$ cat src/rtl/wpt_pkg.sv
package wpt_pkg;

  typedef enum logic [2:0] {
    EV_NONE  = 3'd0,
    EV_IFETCH = 3'd1,
    EV_LDADR = 3'd2,
    EV_STADR = 3'd3,
    EV_LDDAT = 3'd4,
    EV_STDAT = 3'd5
  } ev_kind_e;

  typedef enum logic [2:0] {
    REL_EQ = 3'd1,
    REL_LT = 3'd2,
    REL_LE = 3'd3,
    REL_GT = 3'd4,
    REL_GE = 3'd5,
    REL_NE = 3'd6
  } rel_e;

  // control byte: [7] signed, [6:4] condition, [3:1] kind, [0] present
  typedef struct packed {
    logic       sgn;
    logic [2:0] rel;
    logic [2:0] kind;
    logic       present;
  } slot_cfg_t;

  localparam int CFG_W = $bits(slot_cfg_t);

endpackage

$ cat src/rtl/wpt_cfg_regs.sv
module wpt_cfg_regs
  import wpt_pkg::*;
#(
  parameter int NSLOT = 8,
  parameter int DW    = 32,
  parameter int AW    = $clog2(NSLOT) + 1
) (
  input  logic                          clk,
  input  logic                          rst,
  input  logic                          we,
  input  logic [AW-1:0]                 addr,
  input  logic [DW-1:0]                 wdata,
  output logic [DW-1:0]                 rdata,
  output logic [NSLOT-1:0][DW-1:0]      ref_o,
  output slot_cfg_t [NSLOT-1:0]         cfg_o
);
  localparam int IW = AW - 1;

  logic [NSLOT-1:0][DW-1:0] val_q;
  slot_cfg_t [NSLOT-1:0]    cfg_q;
  logic [IW-1:0]            idx;
  logic                     is_cfg;

  assign idx    = addr[IW-1:0];
  assign is_cfg = addr[AW-1];

  always_ff @(posedge clk) begin
    if (rst) begin
      val_q <= '0;
      cfg_q <= '0;
      rdata <= '0;
    end else begin
      rdata <= is_cfg ? DW'(cfg_q[idx]) : val_q[idx];
      if (we) begin
        if (is_cfg) cfg_q[idx] <= slot_cfg_t'(wdata[CFG_W-1:0]);
        else        val_q[idx] <= wdata;
      end
    end
  end

  assign ref_o = val_q;
  assign cfg_o = cfg_q;


  val_write_chk: assert property (@(posedge clk) disable iff (rst)
    (we && !is_cfg) |=> (val_q[$past(idx)] == $past(wdata)));

endmodule

$ cat src/rtl/wpt_slot.sv
module wpt_slot
  import wpt_pkg::*;
#(
  parameter int DW = 32
) (
  input  logic          clk,
  input  logic          rst,
  input  logic          freeze,
  input  logic          ev_go,
  input  logic [2:0]    ev_kind,
  input  logic [DW-1:0] ev_value,
  input  slot_cfg_t     cfg,
  input  logic [DW-1:0] ref_val,
  output logic          hit
);
  logic signed [DW:0] lhs, rhs;
  logic               less, same, result, sel;

  // one extra top bit: sign copy when signed, zero when unsigned
  assign lhs  = {cfg.sgn & ev_value[DW-1], ev_value};
  assign rhs  = {cfg.sgn & ref_val[DW-1], ref_val};
  assign less = lhs < rhs;
  assign same = ev_value == ref_val;
  assign sel  = ev_go && (cfg.kind == ev_kind);

  always_comb begin
    case (cfg.rel)
      REL_EQ:  result = same;
      REL_LT:  result = less;
      REL_LE:  result = less | same;
      REL_GT:  result = ~(less | same);
      REL_GE:  result = ~less;
      REL_NE:  result = ~same;
      default: result = 1'b0;
    endcase
  end

  always_ff @(posedge clk) begin
    if (rst)               hit <= 1'b0;
    else if (!freeze) begin
      if (!cfg.present)    hit <= 1'b0;
      else if (sel)        hit <= result;
    end
  end


  absent_clear_chk: assert property (@(posedge clk) disable iff (rst)
    (!cfg.present && !freeze) |=> !hit);


  mismatch_hold_chk: assert property (@(posedge clk) disable iff (rst)
    (cfg.present && !(ev_go && cfg.kind == ev_kind)) |=> $stable(hit));

endmodule

$ cat src/rtl/wpt_step.sv
module wpt_step
  import wpt_pkg::*;
(
  input  logic       clk,
  input  logic       rst,
  input  logic       ev_go,
  input  logic [2:0] ev_kind,
  input  logic       step_mode,
  output logic       stop
);
  always_ff @(posedge clk) begin
    if (rst) stop <= 1'b0;
    else     stop <= ev_go && step_mode && (ev_kind == EV_IFETCH);
  end


  step_cause_chk: assert property (@(posedge clk) disable iff (rst)
    stop |-> ($past(step_mode) && $past(ev_kind) == EV_IFETCH && $past(ev_go)));

endmodule

$ cat src/rtl/wpt_cmp_bank.sv
module wpt_cmp_bank
  import wpt_pkg::*;
#(
  parameter int NSLOT = 8,
  parameter int DW    = 32,
  parameter int AW    = $clog2(NSLOT) + 1
) (
  input  logic             clk,
  input  logic             rst,
  input  logic             cpu_rst,
  input  logic             step_mode,
  input  logic             reg_we,
  input  logic [AW-1:0]    reg_addr,
  input  logic [DW-1:0]    reg_wdata,
  output logic [DW-1:0]    reg_rdata,
  input  logic             ev_valid,
  input  logic [2:0]       ev_kind,
  input  logic [DW-1:0]    ev_value,
  output logic [NSLOT-1:0] hit_o,
  output logic             stop_req
);
  logic [NSLOT-1:0][DW-1:0] ref_v;
  slot_cfg_t [NSLOT-1:0]    cfg_v;
  logic                     ev_go;

  assign ev_go = ev_valid && !cpu_rst &&
                 (ev_kind >= EV_IFETCH) && (ev_kind <= EV_STDAT);

  wpt_cfg_regs #(.NSLOT(NSLOT), .DW(DW), .AW(AW)) u_regs (
    .clk   (clk),
    .rst   (rst),
    .we    (reg_we),
    .addr  (reg_addr),
    .wdata (reg_wdata),
    .rdata (reg_rdata),
    .ref_o (ref_v),
    .cfg_o (cfg_v)
  );

  for (genvar s = 0; s < NSLOT; s++) begin : g_slot
    wpt_slot #(.DW(DW)) u_slot (
      .clk      (clk),
      .rst      (rst),
      .freeze   (cpu_rst),
      .ev_go    (ev_go),
      .ev_kind  (ev_kind),
      .ev_value (ev_value),
      .cfg      (cfg_v[s]),
      .ref_val  (ref_v[s]),
      .hit      (hit_o[s])
    );
  end

  wpt_step u_step (
    .clk       (clk),
    .rst       (rst),
    .ev_go     (ev_go),
    .ev_kind   (ev_kind),
    .step_mode (step_mode),
    .stop      (stop_req)
  );


  reset_state_chk: assert property (@(posedge clk)
    $past(rst) |-> (hit_o == '0 && !stop_req && reg_rdata == '0));


  cpu_reset_hold_chk: assert property (@(posedge clk) disable iff (rst)
    cpu_rst |=> ($stable(hit_o) && !stop_req));

endmodule

$ cat config.mk
export PLATFORM = sky130hd
export DESIGN_NAME = wpt_cmp_bank
export DESIGN_NICKNAME = d
export VERILOG_FILES = /design/src/rtl/wpt_pkg.sv /design/src/rtl/wpt_cfg_regs.sv /design/src/rtl/wpt_slot.sv /design/src/rtl/wpt_step.sv /design/src/rtl/wpt_cmp_bank.sv
export SDC_FILE = /design/constraint.sdc
export NUM_CORES = 1
export LEC_CHECK = 0
export BUFFER_PORTS_ARGS = -buffer_cell sky130_fd_sc_hd__buf_2
export CAP_MARGIN = 30
export CORE_AREA = 2 2 296 298
export DETAILED_ROUTE_END_ITERATION = 10
export DIE_AREA = 0 0 298 300
export PLACE_DENSITY = 0.41
export SLEW_MARGIN = 20
export SYNTH_ARGS = -nofsm -noshare
export SYNTH_HDL_FRONTEND = slang
export SYNTH_SLANG_ARGS = --single-unit
$ cat constraint.sdc
create_clock -name clk -period 3.3 [get_ports clk]
set_input_delay 0.66 -clock clk [delete_from_list [all_inputs] [get_ports clk]]
set_output_delay 0.66 -clock clk [all_outputs]
set_load 0.01 [all_outputs]
==> results.ini <==
[critical_path]
cp-start-kind = register
crit_family = compound AO/OA/AOI/OAI gates
crit_chain = inv_1 -> ha_1 -> a21oi_1 -> nor2_1 -> a211oi_1 -> o21ai_0 -> a211oi_1 -> buf_4 -> a2bb2oi_1 -> mux2i_1 -> o21bai_1
worstPathRequired_ns = 3.78
endpoint = g_slot[6].u_slot.hit
cp_max_fo = 3
r2r_setup_slack_ns = 0.32
max_stage_delay_ns = 0.43
slowest_stage = a2bb2oi_1
crit_top_cell = a211oi_1
path_buf_inv = 2
setup.worst_path.start = u_regs.ref_o[202]
worst_r2r_startpoint = u_regs.ref_o[202]
critPathKind = register to register
rr_worst_depth = 11
crit_cells = 11
endpoint_kind = register
timing.rr.end = g_slot[6].u_slot.hit
arrival_ns = 3.46

[cells_and_area]
num-fill-cells = 9579
final_net_count = 3253
drive_gt1_share_pct = 10.7
area_delta_synth_final_pct = 18.8
final_core_util_pct = 29.5
layout.cells.non_filler = 4117

[synthesis]
yosys.area.top_type = dfxtp_1
ys_ff_latch = 361
synth_fa_ha_area_share_pct = 15.0
synth.area.top_cells = dfxtp_1 34%, ha_1 15%, nand2_1 13%, a21oi_1 9.9%, inv_1 4.6%
synth.cell_area_um2 = 21400
synth-simple-area-share_pct = 19.6
synth_cells = 2856
synth-main-ff-cell = dfxtp_1
synth_nets = 3189
synth.top_cell.area_share_pct = 33.8
synth_compound_area_share_pct = 21.5
avgSynthCellArea_um2 = 7.49
synth_xor_area_share_pct = 1.35
yosysWarnings = 0
yosysSeqAreaShare_pct = 33.8
ys_types = 69
async_flop_share_pct = 0
muxShareOfSynthArea_pct = 0.433
synth_edf_count = 0
synth_top_family_by_area = compound AO/OA/AOI/OAI gates

[sta]
finalCritPeriodShare_pct = 90.3
fin_tns_setup_ns = 0
finalHoldViolCount = 0
final_max_slew_viol_count = 0
layout_min_cycle_time_ns = 2.98
rsz0062_at_grt = no
max_freq_ghz = 0.336
fin_skew_ns = 0.0301
tightest_slew_ns = 0.911
slew_headroom_pct = 39.3
hold_slack_ns = 0.279
setup_viol = 0

[placed_design]
gp_congestion = 0.873
dpl.hpwl_um = 69900
dp_cells = 4024
io_buffers = 117

[routing]
viasPerCell = 4.97
vias = 20500
detail_route.wl_per_cell_um = 23.6
drc = 0
firstDrtPassIters = 7
ant_nets = 0
drt-total-wl_um = 97000
first_iter_violations = 1573

[cts]
postCtsHoldBufs = 0
clock_sinks = 361
ctsResizeCount = 0
cts_setup_buffers = 0
clk_path_buf_depth = 3
cts_buffers = 49
htree_levels = 2
clk_pin_slew_ns = 0.06
clock_latency_ns = 0.62
cts_tree = built
clockRootBuffer = clkbuf_16

[power]
peakVddDrop_v = 0.000351
p_per_area_nw_per_um2 = 451
power_mw = 11.4
cellLeakagePower_nw = 8.76

[floorplanning]
start_util_pct = 24.8
io_pins = 118
coreArea_um2 = 86200
die-area_um2 = 89400
die_w_um = 298
die_y_um = 300
rows = 108

[global_route]
grtUsageTotal_pct = 21.2
grt_overflow = 0
grt_pass1_vias = 20000
grt_max_degree = 130
grt_pass1_wl_um = 141000
antenna_found_initial = 2

[status]
status = finished, final reports clean

[min_path]
hp-class = primary input to register

[run]
cap_violations = 0

-- cell families (layout without fill, tap and decap cells) --
group	count (synthesis)	after routing
and+or+nand+nor	976	976
AOI/OAI and AO/OA	763	763
buffers and inverters	458	561
DFF	361	361
adders and majority gates	256	256
xor gates and xnor gates	33	33
muxes	9	9
other	0	3
-- cells in the mapped netlist (19+ instances only) --
| cell type | count |
|---|---|
| nand4_1 | 53 |
| nand3_1 | 44 |
| a31oi_1 | 35 |
| a22oi_1 | 98 |
| a221oi_1 | 37 |
| nor3_1 | 19 |
| nand2_1 | 716 |
| xor2_1 | 32 |
| inv_1 | 263 |
| o21ai_0 | 61 |
| clkbuf_2 | 24 |
| a21o_1 | 24 |
| a22o_1 | 23 |
| dfxtp_1 | 361 |
| nor2_1 | 53 |
| a21oi_1 | 422 |
| clkbuf_1 | 156 |
| ha_1 | 256 |
-- cell type report --
type                            count  area [um2]  area share, %
Antenna cell                        3        7.51         0.0296
Clock buffer                       75        1510           5.93
Clock inverter                     15         211          0.833
Inverter                          263         987           3.89
Multi-Input combinational cell   2037       12400           49.0
Sequential cell                   361        7230           28.5
Tap cell                         1155        1450           5.69
Timing Repair Buffer              208        1580           6.22
-- worst min-delay path by stage --
stage	endpoint	cells past startpoint	startpoint
2_1_floorplan	u_regs.ref_o[228]	2	u_regs.ref_o[228]
5_1_grt	u_step.stop	2	ev_kind[1]
3_3_place_gp	u_regs.ref_o[247]	2	u_regs.ref_o[247]
4_1_cts	u_step.stop	2	ev_kind[1]
6_report	u_step.stop	2	ev_kind[1]
3_5_place_dp	u_regs.ref_o[247]	2	u_regs.ref_o[247]
-- cells in the final DEF, fill, tap and decap left out, types with 7 or more instances in the layout --
| master | count |
|---|---|
| a22o_1 | 23 |
| clkbuf_8 | 14 |
| buf_4 | 67 |
| and3_1 | 8 |
| clkbuf_16 | 51 |
| nor2b_1 | 10 |
| xor2_1 | 32 |
| mux2i_1 | 7 |
| inv_1 | 263 |
| nand2_1 | 708 |
| a21o_1 | 24 |
| nor3_1 | 16 |
| buf_12 | 24 |
| nor2_1 | 50 |
| o21ai_0 | 61 |
| a22oi_1 | 98 |
| nand3_1 | 44 |
| nor4_1 | 15 |
| a211oi_1 | 16 |
| ha_1 | 256 |
| buf_2 | 116 |
| dfxtp_1 | 361 |
| and4_1 | 8 |
| nand4_1 | 53 |
| a31oi_1 | 35 |
| a21oi_1 | 422 |
| clkbuf_1 | 10 |
| nand2_2 | 8 |
| o211ai_1 | 7 |
| nand2b_1 | 8 |
| a221oi_1 | 37 |
-- power by group --
group          internal (mW)  total [mW]  leakage (nW)  switching, mW
Clock                   3.52        5.75         0.840           2.24
Combinational          0.394        1.23          5.00          0.835
Sequential              4.41        4.46          2.91         0.0497
-- flip-flops by register name (all words and copies together) (netlist names) --
signal and count:
u_regs.rdata 32, g_slot.u_slot.hit 8, u_step.stop 1, u_regs.cfg_o 64
u_regs.ref_o 256
-- metrics by stage --
stage | area (um2) | setup WS, ns
final | 25400 | 0.321
after detailed placement | 23700 | -0.0866
after CTS | 25400 | 0.338
after floorplan | 21400 | 0.685
after global routing | 25400 | 0.202
after global placement | 23700 | -0.0641
-- per-layer routing --
layer | up-vias | part of all wire, % | track usage [%]
li1 | 9956 | - | -
met1 | 9788 | 45 | 28.3
met5 | - | 0.015 | 0
met3 | 160 | 5.5 | 3.21
met2 | 548 | 46 | 35.0
met4 | 2 | 3.1 | 6.87
Note: power is estimated with default switching activity, not from simulation.
